### src/rtl/sdr_seq_pkg.sv
package sdr_seq_pkg;

  typedef enum logic [1:0] {
    CMD_NOP           = 2'd0,
    CMD_PRECHARGE_ALL = 2'd1,
    CMD_AUTO_REFRESH  = 2'd2,
    CMD_MODE_SET      = 2'd3
  } sdrCmd_t;

  // which spacing the shared gap counter is loaded with
  typedef enum logic [1:0] {
    GAP_TRP = 2'd0,
    GAP_TRC = 2'd1,
    GAP_MRD = 2'd2
  } gapSel_t;

  // strobes from control to the timer datapath
  typedef struct packed {
    logic    loadGap;
    gapSel_t gapSel;
    logic    runGap;
    logic    bumpInitRef;
    logic    startRefi;
    logic    takeRefresh;
  } seqStrobe_t;

  // time in units of 1/unitsPerUs microseconds -> clocks, rounded up
  function automatic int unsigned ceilCycles(int unsigned timeVal,
                                             int unsigned perUs,
                                             int unsigned unitsPerUs);
    return (timeVal * perUs + unitsPerUs - 1) / unitsPerUs;
  endfunction

  // a spacing below two clocks is not representable by the wait states
  function automatic int unsigned atLeastTwo(int unsigned v);
    return (v < 2) ? 2 : v;
  endfunction

endpackage

### src/rtl/sdr_seq_timers.sv
module sdr_seq_timers
  import sdr_seq_pkg::*;
#(
  parameter int unsigned PAUSE_CYC = 13300,
  parameter int unsigned TRP_CYC   = 3,
  parameter int unsigned TRC_CYC   = 9,
  parameter int unsigned MRD_GAP   = 2,
  parameter int unsigned REFI_CYC  = 1038,
  parameter int unsigned INIT_REFS = 8,
  parameter int unsigned OWED_W    = 3
) (
  input  logic       clk,
  input  logic       rstN,
  input  seqStrobe_t strobe,
  output logic       gapDone,
  output logic       initRefsDone,
  output logic       refOwed
);

  localparam int unsigned GAP_W  = $clog2(PAUSE_CYC + TRP_CYC + TRC_CYC + MRD_GAP + 1);
  localparam int unsigned REFI_W = $clog2(REFI_CYC + 1);
  localparam int unsigned IREF_W = $clog2(INIT_REFS + 1);
  localparam logic [OWED_W-1:0] OWED_MAX = '1;

  logic [GAP_W-1:0]  gapCnt;
  logic [IREF_W-1:0] initRefCnt;
  logic [REFI_W-1:0] refiCnt;
  logic              refiRunning;
  logic              refiExpire;
  logic [OWED_W-1:0] owedCnt;
  logic [GAP_W-1:0]  gapLoadVal;

  // shared spacing counter: one cycle of the issuing state plus (gap-1) waits
  always_comb begin
    case (strobe.gapSel)
      GAP_TRP: gapLoadVal = GAP_W'(TRP_CYC - 2);
      GAP_TRC: gapLoadVal = GAP_W'(TRC_CYC - 2);
      default: gapLoadVal = GAP_W'(MRD_GAP - 2);
    endcase
  end

  always_ff @(posedge clk) begin
    if (!rstN) begin
      gapCnt <= GAP_W'(PAUSE_CYC - 1);
    end else if (strobe.loadGap) begin
      gapCnt <= gapLoadVal;
    end else if (strobe.runGap && gapCnt != '0) begin
      gapCnt <= gapCnt - 1'b1;
    end
  end

  assign gapDone = (gapCnt == '0);

  always_ff @(posedge clk) begin
    if (!rstN) begin
      initRefCnt <= '0;
    end else if (strobe.bumpInitRef && initRefCnt != IREF_W'(INIT_REFS)) begin
      initRefCnt <= initRefCnt + 1'b1;
    end
  end

  assign initRefsDone = (initRefCnt == IREF_W'(INIT_REFS));

  // free-running interval timer, started once bring-up ends
  assign refiExpire = refiRunning && (refiCnt == '0);

  always_ff @(posedge clk) begin
    if (!rstN) begin
      refiRunning <= 1'b0;
      refiCnt     <= '0;
    end else if (strobe.startRefi) begin
      refiRunning <= 1'b1;
      refiCnt     <= REFI_W'(REFI_CYC - 1);
    end else if (refiRunning) begin
      refiCnt <= refiExpire ? REFI_W'(REFI_CYC - 1) : refiCnt - 1'b1;
    end
  end

  // owed refreshes: expiries add, grants subtract
  always_ff @(posedge clk) begin
    if (!rstN) begin
      owedCnt <= '0;
    end else begin
      case ({refiExpire, strobe.takeRefresh})
        2'b10:   if (owedCnt != OWED_MAX) owedCnt <= owedCnt + 1'b1;
        2'b01:   owedCnt <= owedCnt - 1'b1;
        default: owedCnt <= owedCnt;
      endcase
    end
  end

  assign refOwed = (owedCnt != '0);

  AST_OWED_NO_WRAP: assert property (@(posedge clk) disable iff (!rstN)
    (owedCnt == OWED_MAX && refiExpire && !strobe.takeRefresh) |=> owedCnt == OWED_MAX);

  AST_TAKE_NEEDS_OWED: assert property (@(posedge clk) disable iff (!rstN)
    strobe.takeRefresh |-> owedCnt != '0);

  AST_GAP_IDLE_DURING_LOAD: assert property (@(posedge clk) disable iff (!rstN)
    strobe.loadGap |-> gapDone);

endmodule

### src/rtl/sdr_seq_ctrl.sv
module sdr_seq_ctrl
  import sdr_seq_pkg::*;
#(
  parameter int unsigned ADDR_W   = 13,
  parameter int unsigned MODE_VAL = 'h032
) (
  input  logic              clk,
  input  logic              rstN,
  input  logic              refGrant,
  input  logic              gapDone,
  input  logic              initRefsDone,
  input  logic              refOwed,
  output seqStrobe_t        strobe,
  output sdrCmd_t           cmd,
  output logic [ADDR_W-1:0] addr,
  output logic              initDone,
  output logic              refReq
);

  localparam int unsigned      ALL_BANKS_BIT = 10;
  localparam logic [ADDR_W-1:0] ALL_BANKS_MASK = ADDR_W'(1) << ALL_BANKS_BIT;
  localparam logic [ADDR_W-1:0] MODE_BITS      = ADDR_W'(MODE_VAL);

  typedef enum logic [3:0] {
    S_PAUSE, S_PRE, S_TRP_WAIT, S_INIT_REF, S_INIT_TRC,
    S_MODE, S_MRD_WAIT, S_IDLE, S_RUN_REF, S_RUN_TRC
  } seqState_t;

  seqState_t state, nextState;
  logic      setDone;
  logic      initDoneQ;

  always_comb begin
    nextState = state;
    strobe    = '0;
    cmd       = CMD_NOP;
    addr      = '0;
    setDone   = 1'b0;
    case (state)
      S_PAUSE: begin
        strobe.runGap = 1'b1;
        if (gapDone) nextState = S_PRE;
      end
      S_PRE: begin
        cmd            = CMD_PRECHARGE_ALL;
        addr           = ALL_BANKS_MASK;
        strobe.loadGap = 1'b1;
        strobe.gapSel  = GAP_TRP;
        nextState      = S_TRP_WAIT;
      end
      S_TRP_WAIT: begin
        strobe.runGap = 1'b1;
        if (gapDone) nextState = S_INIT_REF;
      end
      S_INIT_REF: begin
        cmd                = CMD_AUTO_REFRESH;
        strobe.loadGap     = 1'b1;
        strobe.gapSel      = GAP_TRC;
        strobe.bumpInitRef = 1'b1;
        nextState          = S_INIT_TRC;
      end
      S_INIT_TRC: begin
        strobe.runGap = 1'b1;
        if (gapDone) nextState = initRefsDone ? S_MODE : S_INIT_REF;
      end
      S_MODE: begin
        cmd            = CMD_MODE_SET;
        addr           = MODE_BITS;
        strobe.loadGap = 1'b1;
        strobe.gapSel  = GAP_MRD;
        nextState      = S_MRD_WAIT;
      end
      S_MRD_WAIT: begin
        strobe.runGap = 1'b1;
        if (gapDone) begin
          strobe.startRefi = 1'b1;
          setDone          = 1'b1;
          nextState        = S_IDLE;
        end
      end
      S_IDLE: begin
        if (refOwed && refGrant) begin
          strobe.takeRefresh = 1'b1;
          nextState          = S_RUN_REF;
        end
      end
      S_RUN_REF: begin
        cmd            = CMD_AUTO_REFRESH;
        strobe.loadGap = 1'b1;
        strobe.gapSel  = GAP_TRC;
        nextState      = S_RUN_TRC;
      end
      S_RUN_TRC: begin
        strobe.runGap = 1'b1;
        if (gapDone) nextState = S_IDLE;
      end
      default: nextState = S_PAUSE;
    endcase
  end

  always_ff @(posedge clk) begin
    if (!rstN) begin
      state     <= S_PAUSE;
      initDoneQ <= 1'b0;
    end else begin
      state <= nextState;
      if (setDone) initDoneQ <= 1'b1;
    end
  end

  assign initDone = initDoneQ;
  assign refReq   = (state == S_IDLE) && refOwed;

  AST_CMD_SPACED: assert property (@(posedge clk) disable iff (!rstN)
    (cmd != CMD_NOP) |=> (cmd == CMD_NOP));

  AST_MODE_AFTER_REFS: assert property (@(posedge clk) disable iff (!rstN)
    (cmd == CMD_MODE_SET) |-> initRefsDone);

  AST_PRE_BEFORE_REFS: assert property (@(posedge clk) disable iff (!rstN)
    (cmd == CMD_PRECHARGE_ALL) |-> (!initRefsDone && !initDone));

  AST_DONE_STICKS: assert property (@(posedge clk) disable iff (!rstN)
    initDone |=> initDone);

  AST_REQ_AFTER_INIT: assert property (@(posedge clk) disable iff (!rstN)
    refReq |-> initDone);

  AST_REFRESH_GRANTED: assert property (@(posedge clk) disable iff (!rstN)
    (cmd == CMD_AUTO_REFRESH && initDone) |-> $past(refReq && refGrant));

endmodule

### src/rtl/sdr_bringup_seq.sv
module sdr_bringup_seq
  import sdr_seq_pkg::*;
#(
  parameter int unsigned CLK_PER_US = 133,
  parameter int unsigned PAUSE_US   = 100,
  parameter int unsigned TRP_PS     = 20000,
  parameter int unsigned TRC_PS     = 67500,
  parameter int unsigned MRD_CYC    = 2,
  parameter bit          ROW_8K     = 1'b1,
  parameter int unsigned INIT_REFS  = 8,
  parameter int unsigned OWED_W     = 3,
  parameter int unsigned ADDR_W     = 13,
  parameter int unsigned MODE_VAL   = 'h032
) (
  input  logic              clk,
  input  logic              rstN,
  input  logic              refGrant,
  output logic [1:0]        cmd,
  output logic [ADDR_W-1:0] addr,
  output logic              initDone,
  output logic              refReq
);

  localparam int unsigned PAUSE_CYC = PAUSE_US * CLK_PER_US;
  localparam int unsigned TRP_CYC   = atLeastTwo(ceilCycles(TRP_PS, CLK_PER_US, 1000000));
  localparam int unsigned TRC_CYC   = atLeastTwo(ceilCycles(TRC_PS, CLK_PER_US, 1000000));
  localparam int unsigned MRD_GAP   = atLeastTwo(MRD_CYC);
  localparam int unsigned REFI_NS   = ROW_8K ? 7800 : 15600;
  localparam int unsigned REFI_CYC  = ceilCycles(REFI_NS, CLK_PER_US, 1000);

  seqStrobe_t strobe;
  sdrCmd_t    cmdEnum;
  logic       gapDone;
  logic       initRefsDone;
  logic       refOwed;

  sdr_seq_ctrl #(
    .ADDR_W   (ADDR_W),
    .MODE_VAL (MODE_VAL)
  ) u_ctrl (
    .clk          (clk),
    .rstN         (rstN),
    .refGrant     (refGrant),
    .gapDone      (gapDone),
    .initRefsDone (initRefsDone),
    .refOwed      (refOwed),
    .strobe       (strobe),
    .cmd          (cmdEnum),
    .addr         (addr),
    .initDone     (initDone),
    .refReq       (refReq)
  );

  sdr_seq_timers #(
    .PAUSE_CYC (PAUSE_CYC),
    .TRP_CYC   (TRP_CYC),
    .TRC_CYC   (TRC_CYC),
    .MRD_GAP   (MRD_GAP),
    .REFI_CYC  (REFI_CYC),
    .INIT_REFS (INIT_REFS),
    .OWED_W    (OWED_W)
  ) u_timers (
    .clk          (clk),
    .rstN         (rstN),
    .strobe       (strobe),
    .gapDone      (gapDone),
    .initRefsDone (initRefsDone),
    .refOwed      (refOwed)
  );

  assign cmd = cmdEnum;

endmodule

### config.mk
export PLATFORM = sky130hd
export DESIGN_NAME = sdr_bringup_seq
export DESIGN_NICKNAME = d
export VERILOG_FILES = /design/src/rtl/sdr_seq_pkg.sv /design/src/rtl/sdr_seq_timers.sv /design/src/rtl/sdr_seq_ctrl.sv /design/src/rtl/sdr_bringup_seq.sv
export SDC_FILE = /design/constraint.sdc
export NUM_CORES = 1
export LEC_CHECK = 0
export ABC_AREA = 0
export BUFFER_PORTS_ARGS = -buffer_cell sky130_fd_sc_hd__buf_2
export CORE_ASPECT_RATIO = 1.2
export CORE_UTILIZATION = 50
export CTS_CLUSTER_DIAMETER = 60
export DETAILED_ROUTE_END_ITERATION = 6
export PLACE_DENSITY = 0.75
export SLEW_MARGIN = 20
export SYNTH_ARGS = -nofsm -noshare
export SYNTH_HDL_FRONTEND = slang
export SYNTH_SLANG_ARGS = --single-unit
### constraint.sdc
create_clock -name clk -period 5.36 [get_ports clk]
set_input_delay 1.072 -clock clk [delete_from_list [all_inputs] [get_ports clk]]
set_output_delay 1.072 -clock clk [all_outputs]
set_load 0.02 [all_outputs]
; Word level (Yosys, flattened, before mapping)
; Index checks and enable logic that the tools add are counted.
[op_classes]
bitwise_logic = 1
eq_ne = 21
n_mux = 24
n_reduce_logical = 20
addsub = 5
[op_table]
columns = cell, n
row1 = one-hot mux 4 bit (9 select lines), 1
row2 = 2-to-1 mux 11 bit, 3
row3 = 2-to-1 mux 14 bit, 2
row4 = one-hot mux 11 bit (2 select lines), 1
row5 = 2-to-1 mux 4 bit, 5
row6 = equality test 4 x 3 -> 1 bit (second input constant), 4
row7 = zero test 14 bit, 1
row8 = nonzero test 14 bit, 1
row9 = subtractor 14 x 1 -> 14 bit (second input constant), 1
row10 = equality test 4 bit (second input constant), 3
row11 = one-hot mux 3 bit (2 select lines), 2
row12 = zero test 11 bit, 1
row13 = subtractor 11 x 1 -> 11 bit (second input constant), 1
row14 = one-hot mux 3 bit (3 select lines), 1
row15 = equality test 4 x 2 -> 1 bit (second input constant), 2
row16 = 2-to-1 mux 1 bit, 6
row17 = 2-to-1 mux 3 bit, 2
row18 = != test 2 x 1 -> 1 bit (second input constant), 3
row19 = != test 2 bit (second input constant), 3
row20 = one-hot mux 2 bit (3 select lines), 1
row21 = nonzero test 2 bit, 3
row22 = OR reduction 2 bit, 3
row23 = logical AND 1 bit, 5
row24 = AND reduction 5 bit, 1
row25 = 14 further kinds, 15
[word_totals]
wordCells = 78
ff_bits = 37
in_bits = 3
output_inout_bits = 17

; Logic depth before layout (Yosys ltp)
[depth]
ltp_word = 7
depth_mapped = 10
ltp_nobuf = 9

; By module
; From an unflattened synthesis, not the netlist that was laid out.
[unflattened]
hier_cells = 292
hier_area_um2 = 2503.7
[by_module_without_submodules]
columns = module, cells_per_inst, area_per_inst_um2, seq_area_each_um2, n_inst
row1 = sdr_seq_timers, 224, 1954.4, 660.6, 1
row2 = sdr_seq_ctrl, 68, 549.3, 100.1, 1

; Worst setup path after synthesis
; OpenSTA, ideal clock, no wires.
[synth_timing]
path_type = reg2out
from = register u_ctrl.state[3]
to = output addr[4]
setup_slack_ps = 2778
required_ps = 4288
n_path_buf = 2
stages_incl_launch_ff = 7
arrival_time_ps = 1510
cell_sequence = dfxtp_1 > clkbuf_1 > nand2b_1 > nor2_1 > nand2_1 > inv_1 > buf_4
[synth_between]
elab_chain_len = 2
word_cells_on_any_way = 3
cone_classes = eq/ne (2) / mux (1)
[synth_lines]
columns = element, line
row1 = from (decl), sdr_seq_ctrl.sv:29  ; seqState_t state, nextState;
row2 = from (signal assigned), sdr_seq_ctrl.sv:106  ; state <= nextState;
row3 = equality test 4 x 3 -> 1 bit / equality test 4 x 1 -> 1 bit (equally long branches), sdr_seq_ctrl.sv:39  ; case (state)
row4 = one-hot mux 11 bit (2 select lines) (*), sdr_seq_ctrl.sv:39
row5 = to (decl), sdr_bringup_seq.sv:19  ; output logic [ADDR_W-1:0] addr,
; Every way passes the cells marked *; elsewhere a longest branch is shown, timed or not.

; Final worst setup path
[layout_timing]
from = register u_ctrl.state[0]
to = output addr[4]
; Same word-level chain as after synthesis.

==> run_results.csv <==
group,metric,value,unit
floorplanning,rows,25,
drt,num_vias,1768,
drt,ant_nets,0,
power,p_per_area,406,nW/µm²
clock_network,cts.sinks,37,
yosys,synth_seq_cells,37,
drt,wl_per_cell,12.8,µm
place,gp_congestion,0.782,
setup_path,path_buf_inv,2,
min_path,worstHoldPathCells,2,
yosys,synth_seq_area_share,34.9,%
layout,final_core_util,56.5,%
setup_path,max_stage_delay,0.56,ns
drt,drt_iter0_markers,114,
yosys,yosysMostFrequentCell,"dfxtp_1",
place,place_ws,2.65,ns
yosys,synthTopCellsByArea,"dfxtp_1 (35%), xor2_1 (5.4%), nor2_1 (5.0%)",
sta,slew_headroom,43.3,%
drt,drc,0,
outcome,status,"finished, final reports clean",
sta,setup_viol,0,
sta,final.setup.worst_slack,2.66,ns
yosys,avgSynthCellArea,8.16,µm²
setup_path,slowest_stage,"dfxtp_1",
setup_path,path_delay_family,"flip-flops",
grt,grt_pass1_vias,1576,
sta,tns,0,ns
grt,overflow,0,
drt,firstDrtPassIters,4,
setup_path,path_max_fanout,13,
clock_network,cts_made_buffers,5,
run,max_cap_viol_count,0,
grt,grt_max_degree,20,
yosys,synthCells,260,
sta,fin_skew,0.00665,ns
floorplanning,die_w,61.5,µm
grt,grt_pass1_wl,6870,µm
grt,gr-usage-met1,24.8,%
clock_network,cts_resized,0,
power,ir_drop,0.000295,V
clock_network,root_buffer,"clkbuf_8",
clock_network,clk_latency,0.29,ns
layout,diodes,0,
yosys,yosys.area.top_type,"dfxtp_1",
setup_path,crit_cells,5,
layout,final_cell_count_no_fill,319,
yosys,synth_commonest_cells,"dfxtp_1 (37), nor2_1 (28), nand2_1 (18), a21oi_1 (13), xor2_1 (13)",
sta,report.final.slew_viol_count,0,
drt,wl,4090,µm
floorplanning,core,4000,µm²
power,p_comb_share,28.1,%
floorplanning,ioPinCount,20,
yosys,synth.cell_area,2120,µm²
setup_path,crit_path_cell_trace,"nand2b_1, nor2_1, nand2_1, inv_1, buf_2",
yosys,yosysTopAreaCellShare,34.9,%
floorplanning,start_util,53.0,%
sta,max_slew.worst_pin.slew,0.838,ns
grt,grt_busiest_layer,"met2",
grt,met2_usage,33.8,%
clock_network,ctsHoldBuffers,0,
power,leakage,0.858,nW
setup_path,startpoint_type,"register",
place,placed_cells,311,
layout,drive_gt1_share,10.2,%
layout,final_nets,273,
setup_path,crit_required,4.29,ns
sta,finalCriticalPeriod,2.70,ns
clock_network,clockBufferDepth,2,
place,hpwl,2960,µm
sta,rsz0062_at_grt,"no",
clock_network,postCtsSetupBuffers,0,
power,p_total,0.918,mW
drt,vias_per_cell,5.54,
floorplanning,die_y,73.3,µm
yosys,yosys.cell_types.count,51,
grt,grt_usage,20.4,%
power,clkPwrFrac,27.8,%
power,p_switching,0.339,mW
yosys,synth_warnings,0,
grt,grtUsageMet3,5.11,%
clock_network,htree_levels,2,
layout,syn2layout_area_growth,6.61,%
yosys,synth-async-reset-ratio,0,%
setup_path,arrival,1.62,ns
power,p_int,0.580,mW
power,swShare,36.9,%
sta,fin_crit_sh,50.3,%
yosys,synth_edf_count,0,
min_path,hp-class,"reg2reg",
clock_network,clk_pin_slew,0.08,ns
setup_path,worstSetupPathType,"reg2out",
place,io_buffers,10,
clock_network,cts_tree,"done",
floorplanning,die-area,4510,µm²
sta,hold_viol,0,
sta,fmax,0.371,GHz
power,p_seq_share,44.1,%
setup_path,end_kind,"output pin",
yosys,synthFlopType,"dfxtp_1",
setup_path,r2r_cells,8,
grt,grt_antenna_before_repair,0,
## cell usage in the layout (no fill, tap or decap), drive strengths merged, types with 2 or more instances in the layout
cell and instances:
conb 9, xor2 13, a31oi 4, nand4 5, nand2 18, a21oi 13, nor4 5, o21ai 18
nand3b 2, xnor2 3, nand2b 6, or3 3, o22ai 2, or3b 3, nor2 28, dfxtp 37
or4 7, or2 4, ha 5, mux2i 4, clkbuf 6, nand3 9, o21a 5, o311a 2
nand4b 2, inv 10, o31ai 2, and3 3, o211ai 3, nor3 8, buf 10
## worst reg2reg max path: cells and delay by family (launching register included)
kind	cells	cell delay (ns)
adders and majority gates	2	0.58
muxes	1	0.15
buffers and inverters	1	0.08
and+or+nand+nor	4	1.30
DFF	1	0.33
## power groups by stage
stage                     clock network [mW]  logic, mW  registers [mW]
final                                  0.256      0.258           0.405
after floorplan                            0      0.243           0.371
after global routing                   0.273      0.297           0.417
after detailed placement                   0      0.260           0.408
after CTS                              0.261      0.261           0.402
after global placement                     0      0.256           0.406
## worst paths after layout
check | from | end | slack (ns)
max | u_ctrl.state[0] | addr[4] | 2.66
min | u_timers.gapCnt[3] | u_timers.gapCnt[3] | 0.49
max reg2reg | u_timers.refiCnt[0] | u_timers.owedCnt[1] | 2.86
min reg2reg | u_timers.gapCnt[3] | u_timers.gapCnt[3] | 0.49
## registers in the layout, summed over array words and instances (netlist names)
signal and count:
u_timers.owedCnt 3, u_ctrl.initDone 1, u_timers.initRefCnt 4, u_ctrl.state 4, u_timers.gapCnt 14, u_timers.refiCnt 11
## cell families (layout without fill, tap and decap cells)
logic type / after synthesis / after routing / share of synthesized area, %
AO/OA/AOI/OAI: 55 / 55 / 16.0
AND/OR/NAND/NOR: 110 / 110 / 28.5
multiplexers: 4 / 4 / 2.06
other: 1 / 9 / 0.177
flip-flops: 37 / 37 / 34.9
buffers and inverters: 31 / 28 / 7.79
XOR/XNOR: 16 / 16 / 6.61
adder cells (fa/ha/maj): 6 / 6 / 3.89
## layout make-up
type                       instances  area [µm²]
clock buffer                       6        82.6
clock inverter                     2        37.5
inverter                          10        37.5
sequential                        37         741
fill                             399        1740
timing repair buffer              10        50.0
multi-input combinational        200        1240
tap                               54        67.6
## metal layers
layer	vias up	wire length, µm
li1	918	-
met1	814	1920
met2	30	1980
met3	6	122
met4	0	70
met5	-	0
## stage by stage
step | instance area (µm²) | hold WS, ns
after global placement | 2140 | 0.464
final | 2260 | 0.494
after floorplan | 2150 | 0.445
after global routing | 2260 | 0.528
after detailed placement | 2140 | 0.476
after CTS | 2260 | 0.487
Power figures use the tool's default switching activity.
